<file path="config.mk">
export PLATFORM = sky130hd
export DESIGN_NAME = serial_msb_normalizer
export DESIGN_NICKNAME = d
export VERILOG_FILES = /design/src/rtl/msbn_pkg.sv /design/src/rtl/msbn_ctrl.sv /design/src/rtl/msbn_shift.sv /design/src/rtl/msbn_trunc.sv /design/src/rtl/serial_msb_normalizer.sv
export SDC_FILE = /design/constraint.sdc
export NUM_CORES = 1
export LEC_CHECK = 0
export CORE_AREA = 4 4 60 62
export DETAILED_ROUTE_END_ITERATION = 16
export DIE_AREA = 0 0 64 66
export DONT_BUFFER_PORTS = 1
export GPL_TIMING_DRIVEN = 0
export PLACE_DENSITY = 0.58
export SYNTH_ARGS = -nofsm -noshare
export SYNTH_HDL_FRONTEND = slang
export SYNTH_HIERARCHICAL = 1
export SYNTH_SLANG_ARGS = --single-unit
</file>
<file path="constraint.sdc">
create_clock -name clk -period 1.9 [get_ports clk]
set_input_delay 0.38 -clock clk [delete_from_list [all_inputs] [get_ports clk]]
set_output_delay 0.38 -clock clk [all_outputs]
set_load 0.01 [all_outputs]
</file>
<file path="src/rtl/msbn_pkg.sv">
`timescale 1ns/1ps
package msbn_pkg;
  typedef enum logic [1:0] {
    ST_IDLE = 2'd0,
    ST_SEEK = 2'd1,
    ST_HOLD = 2'd2
  } seek_state_e;
endpackage

</file>
<file path="src/rtl/msbn_ctrl.sv">
`timescale 1ns/1ps
module msbn_ctrl (
  input  logic clk,
  input  logic rst_n,
  input  logic in_req,
  input  logic out_ack,
  input  logic op_zero,
  input  logic op_top,
  input  logic work_next_top,
  output logic load_en,
  output logic shift_en,
  output logic in_ack,
  output logic out_req
);
  import msbn_pkg::*;

  seek_state_e state_q, state_nx;

  always_comb begin
    state_nx = state_q;
    load_en  = 1'b0;
    shift_en = 1'b0;
    in_ack   = 1'b0;
    unique case (state_q)
      ST_IDLE: begin
        if (in_req) begin
          in_ack  = 1'b1;
          load_en = 1'b1;
          // zero or already-normalized operands skip the search
          state_nx = (op_zero || op_top) ? ST_HOLD : ST_SEEK;
        end
      end
      ST_SEEK: begin
        shift_en = 1'b1;
        // look one bit ahead so the last shift lands straight in HOLD
        if (work_next_top) state_nx = ST_HOLD;
      end
      ST_HOLD: begin
        if (out_ack) state_nx = ST_IDLE;
      end
      default: state_nx = ST_IDLE;
    endcase
  end

  always_ff @(posedge clk or negedge rst_n) begin
    if (!rst_n) state_q <= ST_IDLE;
    else        state_q <= state_nx;
  end

  assign out_req = (state_q == ST_HOLD);

  AST_LOAD_ONLY_IDLE: assert property (@(posedge clk) disable iff (!rst_n)
    load_en |=> !in_ack) else $error("load while busy");
endmodule

</file>
<file path="src/rtl/msbn_shift.sv">
`timescale 1ns/1ps
module msbn_shift #(
  parameter int INT_W = 8,
  parameter int OP_W  = 16,
  parameter int EXP_W = 6
) (
  input  logic                    clk,
  input  logic                    rst_n,
  input  logic                    load_en,
  input  logic                    shift_en,
  input  logic [OP_W-1:0]         operand,
  output logic [OP_W-1:0]         work,
  output logic signed [EXP_W-1:0] exp_val,
  output logic                    zero_flag
);
  localparam logic signed [EXP_W-1:0] EXP_START = EXP_W'(INT_W);
  localparam logic signed [EXP_W-1:0] EXP_FLOOR = EXP_W'(INT_W - (OP_W - 1));

  logic [OP_W-1:0]         work_q, work_nx;
  logic signed [EXP_W-1:0] exp_q, exp_nx;
  logic                    zero_q, zero_nx;

  always_comb begin
    work_nx = work_q;
    exp_nx  = exp_q;
    zero_nx = zero_q;
    if (load_en) begin
      work_nx = operand;
      exp_nx  = EXP_START;
      zero_nx = (operand == '0);
    end else if (shift_en) begin
      work_nx = {work_q[OP_W-2:0], 1'b0};
      exp_nx  = exp_q - EXP_W'(1);
    end
  end

  always_ff @(posedge clk or negedge rst_n) begin
    if (!rst_n) begin
      work_q <= '0;
      exp_q  <= '0;
      zero_q <= 1'b0;
    end else if (load_en || shift_en) begin
      work_q <= work_nx;
      exp_q  <= exp_nx;
      zero_q <= zero_nx;
    end
  end

  assign work      = work_q;
  assign exp_val   = exp_q;
  assign zero_flag = zero_q;

  AST_EXP_STEP: assert property (@(posedge clk) disable iff (!rst_n)
    shift_en && !load_en |=> exp_q == $past(exp_q) - EXP_W'(1)) else $error("exp step");
  AST_EXP_FLOOR: assert property (@(posedge clk) disable iff (!rst_n)
    shift_en |-> exp_q > EXP_FLOOR) else $error("exp below floor");
endmodule

</file>
<file path="src/rtl/msbn_trunc.sv">
`timescale 1ns/1ps
module msbn_trunc #(
  parameter int OP_W  = 16,
  parameter int OUT_W = 12
) (
  input  logic [OP_W-1:0]  work,
  output logic [OUT_W-1:0] frac
);
  generate
    if (OUT_W <= OP_W) begin : g_cut
      assign frac = work[OP_W-1 -: OUT_W];
      if (OUT_W < OP_W) begin : g_drop
        logic unused_low;
        assign unused_low = ^work[OP_W-OUT_W-1:0];
      end
    end else begin : g_pad
      assign frac = {work, {(OUT_W-OP_W){1'b0}}};
    end
  endgenerate
endmodule

</file>
<file path="src/rtl/serial_msb_normalizer.sv">
`timescale 1ns/1ps
module serial_msb_normalizer #(
  parameter int INT_W  = 8,
  parameter int FRAC_W = 8,
  parameter int OUT_W  = 12,
  localparam int OP_W  = INT_W + FRAC_W,
  localparam int EXP_W = $clog2(OP_W + 1) + 1
) (
  input  logic                    clk,
  input  logic                    rst_n,
  input  logic                    in_req,
  output logic                    in_ack,
  input  logic [OP_W-1:0]         in_op,
  output logic                    out_req,
  input  logic                    out_ack,
  output logic [OUT_W-1:0]        out_frac,
  output logic signed [EXP_W-1:0] out_exp,
  output logic                    out_err
);
  logic            load_en, shift_en;
  logic [OP_W-1:0] work;

  msbn_ctrl u_ctrl (
    .clk           (clk),
    .rst_n         (rst_n),
    .in_req        (in_req),
    .out_ack       (out_ack),
    .op_zero       (in_op == '0),
    .op_top        (in_op[OP_W-1]),
    .work_next_top (work[OP_W-2]),
    .load_en       (load_en),
    .shift_en      (shift_en),
    .in_ack        (in_ack),
    .out_req       (out_req)
  );

  msbn_shift #(.INT_W(INT_W), .OP_W(OP_W), .EXP_W(EXP_W)) u_shift (
    .clk       (clk),
    .rst_n     (rst_n),
    .load_en   (load_en),
    .shift_en  (shift_en),
    .operand   (in_op),
    .work      (work),
    .exp_val   (out_exp),
    .zero_flag (out_err)
  );

  msbn_trunc #(.OP_W(OP_W), .OUT_W(OUT_W)) u_trunc (
    .work (work),
    .frac (out_frac)
  );

  AST_HOLD_STABLE: assert property (@(posedge clk) disable iff (!rst_n)
    out_req && !out_ack |=> out_req && $stable(out_frac) && $stable(out_exp) && $stable(out_err))
    else $error("held result moved");
  AST_REQ_DROP: assert property (@(posedge clk) disable iff (!rst_n)
    out_req && out_ack |=> !out_req) else $error("request stuck");
  AST_NO_ACK_BUSY: assert property (@(posedge clk) disable iff (!rst_n)
    out_req |-> !in_ack) else $error("accepted while busy");
  AST_FRAC_NORM: assert property (@(posedge clk) disable iff (!rst_n)
    out_req && !out_err |-> out_frac[OUT_W-1]) else $error("fraction not normalized");
  AST_ZERO_RESULT: assert property (@(posedge clk) disable iff (!rst_n)
    out_req && out_err |-> out_frac == '0 && out_exp == EXP_W'(INT_W)) else $error("zero result");
endmodule

</file>
After elaboration in Yosys (flattened, before gate mapping)
Index checks and enable logic that the tools add are counted.
{"block": "totals", "out_inout_bits": 21, "ff_bits": 25, "input_bits": 20}
{"block": "classes", "reduce_logical": 8, "n_mux": 12, "n_addsub": 1, "eq_ne": 5}
{"operator": "16-bit two-way mux", "count": 2}
{"operator": "16-bit logical NOT", "count": 1}
{"operator": "6-bit two-way mux", "count": 2}
{"operator": "2-bit two-way mux", "count": 4}
{"operator": "2-bit case mux with 3 select lines", "count": 1}
{"operator": "6-bit by 2-bit subtractor with 6-bit output, second input constant", "count": 1}
{"operator": "2-bit by 1-bit != test with 1-bit output, second input constant", "count": 2}
{"operator": "2-bit AND reduction", "count": 2}
{"operator": "1-bit two-way mux", "count": 3}
{"operator": "3-bit AND reduction", "count": 1}
{"operator": "2-bit by 1-bit == test with 1-bit output, second input constant", "count": 1}
{"operator": "2-bit == test, second input constant", "count": 1}
{"operator": "2-bit logical NOT", "count": 1}
{"operator": "1-bit logical OR", "count": 2}
{"operator": "2-bit != test, second input constant", "count": 1}
{"operator": "2-bit nonzero test", "count": 1}

Longest topological paths before layout
{"block": "logic_depth", "word_depth": 5, "depth_mapped": 6}

By module
Netlist, hierarchy kept.
{"mod": "msbn_shift", "cells_per_inst": 106, "instances": 1, "area_each_um2": 1077.3}
{"mod": "msbn_ctrl", "cells_per_inst": 12, "instances": 1, "area_each_um2": 125.1}
{"mod": "msbn_trunc", "cells_per_inst": 12, "instances": 1, "area_each_um2": 90.1}
{"mod": "serial_msb_normalizer", "cells_per_inst": 5, "instances": 1, "area_each_um2": 33.8}

Least setup slack after synthesis
No wires, ideal clock.
{"block": "synth_timing", "path_type": "flip-flop to flip-flop", "startpoint": "reg u_ctrl.state_q[1]", "endpoint": "reg u_shift.work_q[10] (netlist: u_shift/work[10])", "t_arrival_ps": 1693, "slack_ps": 131, "required_ps": 1823, "path_stages_with_launch": 7, "cell_sequence": "dfrtp_1 nor3b_1 buf_4 clkbuf_1 clkbuf_1 nand2_1 o21ai_1"}
{"block": "synth_via", "elab_chain_len": 4}
{"element": "start: declaration", "line_no": "msbn_ctrl.sv:17", "rtl": "seek_state_e state_q, state_nx;"}
{"element": "start signal: assignment", "line_no": "msbn_ctrl.sv:47", "rtl": "else state_q <= state_nx;"}
{"element": "2-bit logical NOT (*)"}
{"element": "1-bit two-way mux (*)"}
{"element": "net in_ack", "line_no": "serial_msb_normalizer.sv:12", "rtl": "output logic in_ack,"}
{"element": "2-bit nonzero test (no source line) / 1-bit logical OR (equally long branches)"}
{"element": "2-bit AND reduction (no source line)"}
{"element": "end signal: assignment", "line_no": "msbn_shift.sv:43", "rtl": "work_q <= work_nx;"}
{"element": "end: declaration", "line_no": "msbn_shift.sv:19", "rtl": "logic [OP_W-1:0] work_q, work_nx;"}
Mark *: on every way through the listed nets, which the timed path passes. The rest lies on a longest branch.
A chain may end at the register's enable or synchronous reset.

Worst setup path in the final report
{"block": "layout_timing", "startpoint": "reg u_ctrl.state_q[1]", "endpoint": "reg u_shift.zero_q (netlist: u_shift/zero_flag)"}
{"block": "layout_via", "elab_chain_len": 4}
{"element": "2-bit logical NOT (*)"}
{"element": "1-bit two-way mux (*)"}
{"element": "net in_ack", "line_no": "serial_msb_normalizer.sv:12"}
{"element": "1-bit logical OR", "line_no": "msbn_shift.sv:42", "rtl": "end else if (load_en || shift_en) begin"}
{"element": "2-bit AND reduction (no source line) (*)"}
{"element": "end signal: assignment", "line_no": "msbn_shift.sv:45", "rtl": "zero_q <= zero_nx;"}
{"element": "end: declaration", "line_no": "msbn_shift.sv:21", "rtl": "logic zero_q, zero_nx;"}
Marks and branches as above.

==> flow_metrics.py <==
metrics = {
    "outcome": {
        "outcome": "complete, no violations",
    },
    "yosys": {
        "synth_fa_ha_area_share_pct": 0.943,
        "synth_flop_cell": "dfrtp_1",
        "synth_compound_area_share_pct": 10.1,
        "synth_xor_area_share_pct": 1.98,
        "async_reset_ff_share_pct": 100,
        "synth.yosys.seq_area_share_pct": 47.2,
        "avgSynthCellArea_um2": 9.82,
        "ys_types": 29,
        "postSynthCellCount": 135,
        "synthSimpleGateAreaFrac_pct": 19.2,
        "synth_mux_area_share_pct": 10.6,
        "synth_warnings": 6,
        "synth_edf_count": 0,
        "synth_top_family_by_area": "simple AND/OR/NAND/NOR gates",
        "ys_ff_latch": 25,
        "syn_area_um2": 1330,
        "synth_nets": 156,
    },
    "setup_path": {
        "crit_type": "reg -> reg",
        "required_ns": 2.10,
        "cp-end-kind": "flop",
        "cp.arrival_ns": 1.97,
        "setup.worst_path.start_class": "flop",
        "cp_max_fo": 12,
    },
    "timing": {
        "fin_crit_sh_pct": 93.3,
        "fmaxAchievable_ghz": 0.564,
        "fin_crit_ns": 1.77,
        "relSlewSlack_pct": 69.9,
        "tightest_slew_ns": 0.452,
        "report.final.hold_viol_count": 0,
        "rsz0062_at_grt": "false",
        "tns_ns": 0,
        "fin_skew_ns": 0.00501,
        "final_max_slew_viol_count": 0,
        "setup_viol": 0,
    },
    "clocking": {
        "clock-sinks": 25,
        "cts-root-buf": "clkbuf_4",
        "cts_buffers": 3,
        "clk_pin_slew_worst_paths_ns": 0.13,
        "cts_tree": "built",
        "htreeDepth": 1,
        "clock_path_buffers": 2,
        "clk_latency_ns": 0.31,
    },
    "floorplanning": {
        "initial_core_util_pct": 43.8,
        "rows": 20,
        "core_um2": 3030,
        "dieHeight_um": 66,
        "dieArea_um2": 4220,
        "fp.dieW_um": 64,
        "io_pins": 41,
    },
    "layout": {
        "areaGrowthSynthToFinish_pct": 8.87,
        "fin_nets": 162,
        "fin_util_pct": 47.7,
        "seqCellArea_um2": 626,
        "final_area_um2": 1440,
        "n_fill_cell": 318,
        "multi_input_area_um2": 574,
        "antennaDiodeCount": 0,
        "drive_gt1_share_pct": 17.1,
    },
    "global_route": {
        "grt.total_usage_pct": 15.2,
        "grt_max_degree": 26,
        "overflow": 0,
        "antenna_found_initial": 0,
        "grt_pass1_vias": 1076,
        "grt_pass1_wl_um": 5050,
    },
    "route": {
        "wire_per_inst_um": 15.9,
        "dr.pass1.iters": 3,
        "detail-route-antenna-nets": 0,
        "drt-total-wl_um": 2930,
        "vias": 969,
        "drtIter0Drc": 24,
        "routed_via_density": 5.27,
        "drc": 0,
    },
    "placed_design": {
        "placed_cell_area_um2": 1380,
        "place_congestion": 0.844,
        "hpwl_um": 2240,
        "port_buffers": 0,
    },
    "power": {
        "p_leak_nw": 0.604,
        "total_power_w": 0.00223,
        "ir_worst_vdd_mv": 0.621,
        "power_density_nw_per_um2": 1540,
    },
    "worst_hold_path": {
        "hp-class": "in -> reg",
    },
    "run": {
        "max-cap-violations": 0,
    },
}
## layer usage
metal	wire, µm	global-route usage [%]
met5	0	0
met3	257	6.63
met1	1210	17.5
met4	14	4.85
met2	1450	25.4
## cell families after synthesis
group / count (synthesis)
AO/OA/AOI/OAI: 24
AND/OR/NAND/NOR: 46
XOR/XNOR: 3
multiplexers: 14
flip-flops: 25
adder cells (fa/ha/maj): 1
buffers and inverters: 22
## repair_timing
item                       CTS  global route
hold endpoints to repair    25             0
setup endpoints to repair   21            20
setup buffers                0             0
gates cloned                 0             0
hold buffers                 2             0
gates resized for setup      3             1
pin swaps                    0             0
## registers in the layout, indices dropped and copies added (netlist names)
register,count
u_ctrl/state_q,2
u_shift/exp_val,6
u_shift/work,16
u_shift/zero_flag,1
## cell usage in the layout (no fill, tap or decap), drive strengths merged, types with 4 or more instances in the layout
master,n
mux2i,14
clkbuf,7
dfrtp,25
buf,16
nand2,16
o21ai,17
nor4,7
nor2,4
## area by class of cell
cell class | count | area share (%)
Tap cell | 44 | 3.81
Buffer | 18 | 8.41
Multi-Input combinational cell | 88 | 39.8
Inverter | 3 | 0.780
Sequential cell | 25 | 43.3
Timing Repair Buffer | 2 | 2.08
Clock buffer | 4 | 1.82
## through the flow
stage	setup WS (ns)	hold slack, ns	instances
after detailed placement	-0.288	0.0851	179
final	0.128	0.157	184
after CTS	0.0123	0.139	185
after global placement	-0.278	0.0850	179
after floorplan	0.131	0.0844	135
after global routing	0.0351	0.113	184
## cells in the mapped netlist, types with 2 or more instances
library cell / count / area [µm²]
a21oi_1: 3 / 15.0
nand2b_1: 3 / 18.8
or3_1: 3 / 18.8
clkbuf_1: 4 / 15.0
nor2b_1: 3 / 18.8
a211oi_1: 2 / 15.0
nor4_1: 7 / 43.8
o21ai_1: 17 / 85.1
xnor2_1: 2 / 17.5
buf_4: 13 / 97.6
nand2_1: 16 / 60.1
dfrtp_1: 25 / 626
buf_2: 2 / 10.0
inv_1: 3 / 11.3
mux2i_1: 14 / 140
nor3b_1: 2 / 15.0
nor2_1: 4 / 15.0
## power by group
group          switching (W)  leakage (nW)  total (W)  internal (W)
clock               0.000154        0.0150   0.000236     0.0000820
sequential          0.000227         0.313   0.000991      0.000763
combinational       0.000500         0.276    0.00100      0.000500
## critical path: stages, from the launching register on
cell and delay [ns]:
dfrtp_1 0.45, nor3b_2 0.36, buf_4 0.25, nor2b_1 0.19
nand4_1 0.11, o41ai_1 0.30
## final timing paths
kind / from / end / slack [ns] / cells after the start
min in group asynchronous: rst_n / u_shift/exp_val[5] / 0.48 / 2
min: in_op[15] / u_shift/zero_flag / 0.16 / 1
max reg2reg: u_ctrl/state_q[1] / u_shift/zero_flag / 0.13 / 5
min reg2reg: u_ctrl/state_q[1] / u_ctrl/state_q[0] / 0.54 / 1
max: u_ctrl/state_q[1] / u_shift/zero_flag / 0.13 / 5
max in group asynchronous: rst_n / u_shift/work[5] / 1.26 / 2
(Power assumes the default switching activity.)
